**src/rtl/bitop_pkg.sv**
```systemverilog
`timescale 1ns/1ps
package bitop_pkg;
  localparam int DATA_W = 8;
  localparam int IDX_W  = $clog2(DATA_W);
  localparam int NIB_W  = DATA_W / 2;
  localparam int OPC_W  = 3;
  localparam int SUB_W  = 3;

  // flag byte positions
  localparam int F_S  = 7;
  localparam int F_Z  = 6;
  localparam int F_5  = 5;
  localparam int F_H  = 4;
  localparam int F_3  = 3;
  localparam int F_PV = 2;
  localparam int F_N  = 1;
  localparam int F_C  = 0;

  typedef enum logic [OPC_W-1:0] {
    OPC_ACCROT = 3'd0,
    OPC_SHIFT  = 3'd1,
    OPC_NIBBLE = 3'd2,
    OPC_BIT    = 3'd3,
    OPC_SET    = 3'd4,
    OPC_CLR    = 3'd5
  } opc_e;

  typedef struct packed {
    logic accRot;
    logic shift;
    logic nibble;
    logic bitTest;
    logic bitSet;
    logic bitClr;
    logic dirRight;
    logic viaCarry;
    logic circular;
    logic fillOne;
    logic arith;
    logic nibRight;
  } ctl_t;
endpackage

```
**src/rtl/bitop_ctrl.sv**
```systemverilog
`timescale 1ns/1ps
module bitop_ctrl
  import bitop_pkg::*;
(
  input  logic [OPC_W-1:0] opClass,
  input  logic [SUB_W-1:0] subOp,
  output ctl_t             ctl
);
  always_comb begin
    ctl = '0;
    unique case (opClass)
      OPC_ACCROT: begin
        ctl.accRot   = 1'b1;
        ctl.dirRight = subOp[0];
        ctl.viaCarry = subOp[1];
        ctl.circular = ~subOp[1];
      end
      OPC_SHIFT: begin
        ctl.shift    = 1'b1;
        ctl.dirRight = subOp[0];
        ctl.circular = (subOp[2:1] == 2'b00);
        ctl.viaCarry = (subOp[2:1] == 2'b01);
        ctl.fillOne  = (subOp == 3'b110);
        ctl.arith    = (subOp == 3'b101);
      end
      OPC_NIBBLE: begin
        ctl.nibble   = 1'b1;
        ctl.nibRight = subOp[0];
      end
      OPC_BIT: ctl.bitTest = 1'b1;
      OPC_SET: ctl.bitSet  = 1'b1;
      OPC_CLR: ctl.bitClr  = 1'b1;
      default: ctl = '0;
    endcase
  end
endmodule

```
**src/rtl/bitop_dp.sv**
```systemverilog
`timescale 1ns/1ps
module bitop_dp
  import bitop_pkg::*;
(
  input  logic              clk,
  input  logic              rstN,
  input  logic              inValid,
  input  ctl_t              ctl,
  input  logic [IDX_W-1:0]  bitIdx,
  input  logic [DATA_W-1:0] operand,
  input  logic [DATA_W-1:0] accIn,
  input  logic              carryIn,
  input  logic [DATA_W-1:0] flagsIn,
  output logic              outValid,
  output logic [DATA_W-1:0] resByte,
  output logic [DATA_W-1:0] auxByte,
  output logic [DATA_W-1:0] flagsOut
);
  logic [DATA_W-1:0] srcByte, shByte, bitMask, nibAcc, nibMem;
  logic [DATA_W-1:0] nextRes, nextAux, nextFlags;
  logic              inBit, shCarry, testedBit;

  // one-hot bit mask from the index
  for (genvar g = 0; g < DATA_W; g++) begin : g_mask
    assign bitMask[g] = (bitIdx == IDX_W'(g));
  end

  // shared shifter
  assign srcByte = ctl.accRot ? accIn : operand;

  always_comb begin
    if (ctl.circular)      inBit = ctl.dirRight ? srcByte[0] : srcByte[DATA_W-1];
    else if (ctl.viaCarry) inBit = carryIn;
    else if (ctl.dirRight) inBit = ctl.arith & srcByte[DATA_W-1];
    else                   inBit = ctl.fillOne;
  end

  assign shByte  = ctl.dirRight ? {inBit, srcByte[DATA_W-1:1]}
                                : {srcByte[DATA_W-2:0], inBit};
  assign shCarry = ctl.dirRight ? srcByte[0] : srcByte[DATA_W-1];

  // nibble exchange between accumulator and memory byte
  always_comb begin
    if (ctl.nibRight) begin
      nibAcc = {accIn[DATA_W-1:NIB_W], operand[NIB_W-1:0]};
      nibMem = {accIn[NIB_W-1:0], operand[DATA_W-1:NIB_W]};
    end else begin
      nibAcc = {accIn[DATA_W-1:NIB_W], operand[DATA_W-1:NIB_W]};
      nibMem = {operand[NIB_W-1:0], accIn[NIB_W-1:0]};
    end
  end

  assign testedBit = |(operand & bitMask);

  function automatic logic [DATA_W-1:0] resultFlags(input logic [DATA_W-1:0] v,
                                                   input logic c);
    logic [DATA_W-1:0] f;
    f       = '0;
    f[F_S]  = v[DATA_W-1];
    f[F_Z]  = (v == '0);
    f[F_5]  = v[5];
    f[F_3]  = v[3];
    f[F_PV] = ~^v;
    f[F_C]  = c;
    return f;
  endfunction

  always_comb begin
    nextRes   = operand;
    nextAux   = '0;
    nextFlags = flagsIn;
    if (ctl.shift) begin
      nextRes   = shByte;
      nextFlags = resultFlags(shByte, shCarry);
    end else if (ctl.accRot) begin
      nextRes         = shByte;
      nextFlags[F_5]  = shByte[5];
      nextFlags[F_3]  = shByte[3];
      nextFlags[F_H]  = 1'b0;
      nextFlags[F_N]  = 1'b0;
      nextFlags[F_C]  = shCarry;
    end else if (ctl.nibble) begin
      nextRes   = nibAcc;
      nextAux   = nibMem;
      nextFlags = resultFlags(nibAcc, carryIn);
    end else if (ctl.bitTest) begin
      nextFlags       = '0;
      nextFlags[F_Z]  = ~testedBit;
      nextFlags[F_PV] = ~testedBit;
      nextFlags[F_H]  = 1'b1;
      nextFlags[F_S]  = testedBit & bitMask[7];
      nextFlags[F_5]  = testedBit & bitMask[5];
      nextFlags[F_3]  = testedBit & bitMask[3];
      nextFlags[F_C]  = carryIn;
    end else if (ctl.bitSet) begin
      nextRes = operand | bitMask;
    end else if (ctl.bitClr) begin
      nextRes = operand & ~bitMask;
    end
  end

  always_ff @(posedge clk) begin
    if (!rstN) begin
      outValid <= 1'b0;
      resByte  <= '0;
      auxByte  <= '0;
      flagsOut <= '0;
    end else begin
      outValid <= inValid;
      if (inValid) begin
        resByte  <= nextRes;
        auxByte  <= nextAux;
        flagsOut <= nextFlags;
      end
    end
  end
endmodule

```
**src/rtl/bitop_unit.sv**
```systemverilog
`timescale 1ns/1ps
module bitop_unit
  import bitop_pkg::*;
(
  input  logic              clk,
  input  logic              rstN,
  input  logic              inValid,
  input  logic [OPC_W-1:0]  opClass,
  input  logic [SUB_W-1:0]  subOp,
  input  logic [IDX_W-1:0]  bitIdx,
  input  logic [DATA_W-1:0] operand,
  input  logic [DATA_W-1:0] accIn,
  input  logic              carryIn,
  input  logic [DATA_W-1:0] flagsIn,
  output logic              outValid,
  output logic [DATA_W-1:0] resByte,
  output logic [DATA_W-1:0] auxByte,
  output logic [DATA_W-1:0] flagsOut
);
  ctl_t ctl;

  bitop_ctrl u_ctrl (
    .opClass (opClass),
    .subOp   (subOp),
    .ctl     (ctl)
  );

  bitop_dp u_dp (
    .clk      (clk),
    .rstN     (rstN),
    .inValid  (inValid),
    .ctl      (ctl),
    .bitIdx   (bitIdx),
    .operand  (operand),
    .accIn    (accIn),
    .carryIn  (carryIn),
    .flagsIn  (flagsIn),
    .outValid (outValid),
    .resByte  (resByte),
    .auxByte  (auxByte),
    .flagsOut (flagsOut)
  );
endmodule

```
**config.mk**
```make
export PLATFORM = sky130hd
export DESIGN_NAME = bitop_unit
export DESIGN_NICKNAME = d
export VERILOG_FILES = /design/src/rtl/bitop_pkg.sv /design/src/rtl/bitop_ctrl.sv /design/src/rtl/bitop_dp.sv /design/src/rtl/bitop_unit.sv
export SDC_FILE = /design/constraint.sdc
export NUM_CORES = 1
export LEC_CHECK = 0
export BUFFER_PORTS_ARGS = -buffer_cell sky130_fd_sc_hd__buf_2
export CORE_MARGIN = 2
export CORE_UTILIZATION = 45
export CTS_BUF_LIST = sky130_fd_sc_hd__clkbuf_16
export CTS_CLUSTER_SIZE = 25
export DETAILED_ROUTE_END_ITERATION = 8
export PLACE_DENSITY = 0.71
export REMOVE_ABC_BUFFERS = 1
export SYNTH_ARGS = -nofsm -noshare
export SYNTH_HDL_FRONTEND = slang
export SYNTH_HIERARCHICAL = 1
export SYNTH_SLANG_ARGS = --single-unit
```
**constraint.sdc**
```tcl
create_clock -name clk -period 4 [get_ports clk]
set_input_delay 0.8 -clock clk [delete_from_list [all_inputs] [get_ports clk]]
set_output_delay 0.8 -clock clk [all_outputs]
set_load 0.02 [all_outputs]
```
==> flow_summary.toml <==
[run_status]
status = "finished clean"

[grt]
grt_pass1_vias = 2072
grt_max_degree = 26
antenna_found_initial = 0
grt_pass1_wl_mm = 10.3
track_usage_pct = 24.5
grt-ovfl-total = 0

[worst_setup_path]
worstPathArrival_ps = 3180
worstPathCellList = "buf_2, nor2_1, and2_1, mux4_2, nor2b_2, o211ai_1, nand2_1, ha_1, xnor2_1, xnor2_1, nor2_1, a211oi_1"
r2r_end = "u_dp/flagsOut[7]"
endpoint = "u_dp/flagsOut[2]"
critPathLaunch = "opClass[2]"
cp-start-kind = "input pin"
crit_required_ps = 4180
worstSetupPathType = "in2reg"
worst-path-max-fanout = 7
cpPeakStageDelay_ps = 510
reg2reg_from = "u_dp/flagsOut[7]"
worst-r2r-cell-count = 3
crit_path_end_kind = "register"
r2r_slack_ps = 3040
slowest_stage = "mux4_2"

[clocking]
path_clk_slew_ps = 70
cts_buffers = 3
cts_num_sinks = 25
clockBufferDepth = 2
postCtsSetupBuffers = 0
worstSkewPairLatency_ps = 260
cts.repair.resized = 0
cts_tree = "built"
cts_root_buf = "clkbuf_16"
htreeDepth = 1
cts_hold_buf = 0

[timing]
skew_ps = 0
relSlewSlack_pct = 71.9
rsz0062_at_grt = "false"
setup_viol = 0
timing.final.ws_setup_ps = 999
slew_violations = 0
tightestPinTransition_ps = 420
hold_violations = 0
period_share_pct = 75.0
period_minus_slack_ps = 3000
hold_ws_ps = 441
fmax_ghz = 0.333

[route]
route.detailed.drc = 0
antenna_left = 0
num_vias = 2241
drt_iter0_drc = 232
routedWlPerCell_um = 16.4
wirelength_mm = 6.42
firstDrtPassIters = 5
vias_per_cell = 5.73

[floorplan]
core_um2 = 4720
die_area_um2 = 5460
fp-row-count = 25
fp.dieW_um = 73.9
boundaryPins = 62
start_util_pct = 46.5
fp.dieH_um = 73.9

[synthesis]
ys_ff_latch = 25
ys_types = 52
synth_area_um2 = 2200
yosysWarnings = 6
yosysTopAreaCell = "dfxtp_1"
synthArstFlopShare_pct = 0
syn_avg_cell_area_um2 = 8.08
synth_ff_type = "dfxtp_1"
synth_top_area_share_pct = 22.8
syn_inst = 272
yosysSeqAreaShare_pct = 22.8
synth_area_leaders = "dfxtp_1 (23%), mux2i_1 (7.7%), o21ai_0 (6.4%), nand2_1 (5.3%), ha_1 (4.6%)"
synth_edf_count = 0

[pwr]
internal_power_mw = 0.497
clkPwrFrac_pct = 31.1
ir_drop_uv = 147
p_total_mw = 0.733
cellPowerDensity_nw_per_um2 = 279
power_leakage_nw = 1.13
swShare_pct = 32.2
p_comb_share_pct = 32.1
seq_power_share_pct = 36.8
p_sw_mw = 0.236

[cells_and_area]
n_antenna_cell = 0
final_cell_mix = "buf_2 (61), nand2_1 (31), o21ai_0 (28)"
layout_commonest_cell = "buf_2"
nFillCells = 440
area_delta_synth_final_pct = 19.4
layout.nets = 370
drive_gt1_share_pct = 27.8
layoutNonFillerInstCount = 391

[worst_hold_path]
hold_path_class = "reg2reg"

[placement]
port_buffers = 61
place_ws_ps = 755
hpwl_mm = 5.08
post-place-cells = 387
place.gp.congestion = 0.958

[run]
max_cap_viol_count = 0
## critical path, delay by kind of cell
kind	cells	cell delay, ps
adder cells (fa/ha/maj)	1	240
XOR/XNOR	2	310
AO/OA/AOI/OAI	2	380
multiplexers	1	510
AND/OR/NAND/NOR	5	790
buffers and inverters	1	140
## logic make-up after synthesis
logic type,count (synthesis),synth area share [%]
XOR/XNOR,6,2.39
buffers and inverters,32,6.26
adder cells (fa/ha/maj),8,4.56
flip-flops,25,22.8
AO/OA/AOI/OAI,86,24.6
multiplexers,26,16.5
AND/OR/NAND/NOR,89,22.9
## sequential cells by signal, summed over array words and instances (netlist names)
register,cells
u_dp/resByte,8
u_dp/auxByte,8
u_dp/outValid,1
u_dp/flagsOut,8
## power by group through the flow
stage / Sequential, mW / Clock [mW] / Combinational, mW
detailed placement: 0.276 / 0 / 0.233
floorplan: 0.294 / 0 / 0.129
global placement: 0.275 / 0 / 0.230
finish: 0.270 / 0.228 / 0.235
CTS: 0.270 / 0.230 / 0.233
global route: 0.272 / 0.238 / 0.257
## synthesized netlist by cell type (6+ instances only)
cell type	n
dfxtp_1	25
inv_1	14
nand2_1	31
clkbuf_1	8
a211oi_1	6
a21oi_1	16
o21ai_0	28
nand3_1	6
mux2i_1	17
buf_2	8
ha_1	8
nor2_1	12
nor2b_1	8
## layout make-up
cell class | count | area, um2 | share of cell area (%)
sequential | 25 | 500 | 19.1
clock inverter | 1 | 5.00 | 0.191
tap | 67 | 83.8 | 3.20
multi-input combinational | 215 | 1560 | 59.6
clock buffer | 3 | 75.1 | 2.86
inverter | 14 | 52.6 | 2.00
timing repair buffer | 66 | 343 | 13.1
## layer usage
layer | GRT usage (%) | routed length, um | part of all wire [%]
met1 | 33.7 | 2810 | 44
met2 | 41.0 | 3060 | 48
met3 | 2.33 | 476 | 7.4
met4 | 6.26 | 70 | 1.1
met5 | 0 | 0 | 0
## how the worst min path moves through the flow
| stage | startpoint | endpoint | cells past startpoint |
|---|---|---|---|
| after floorplan | u_dp/flagsOut[5] | u_dp/flagsOut[5] | 2 |
| after global placement | u_dp/auxByte[7] | u_dp/auxByte[7] | 2 |
| after detailed placement | u_dp/flagsOut[5] | u_dp/flagsOut[5] | 2 |
| after CTS | u_dp/flagsOut[5] | u_dp/flagsOut[5] | 2 |
| after global routing | u_dp/flagsOut[5] | u_dp/flagsOut[5] | 2 |
| final | u_dp/flagsOut[5] | u_dp/flagsOut[5] | 2 |
## stage by stage
stage	util, %	setup TNS (ps)	area, um2
finish	55.5	0	2620
floorplan	-	-274	2110
CTS	55.5	0	2620
detailed placement	53.9	0	2540
global route	55.5	0	2620
global placement	53.9	0	2540
(Power assumes the default switching activity.)
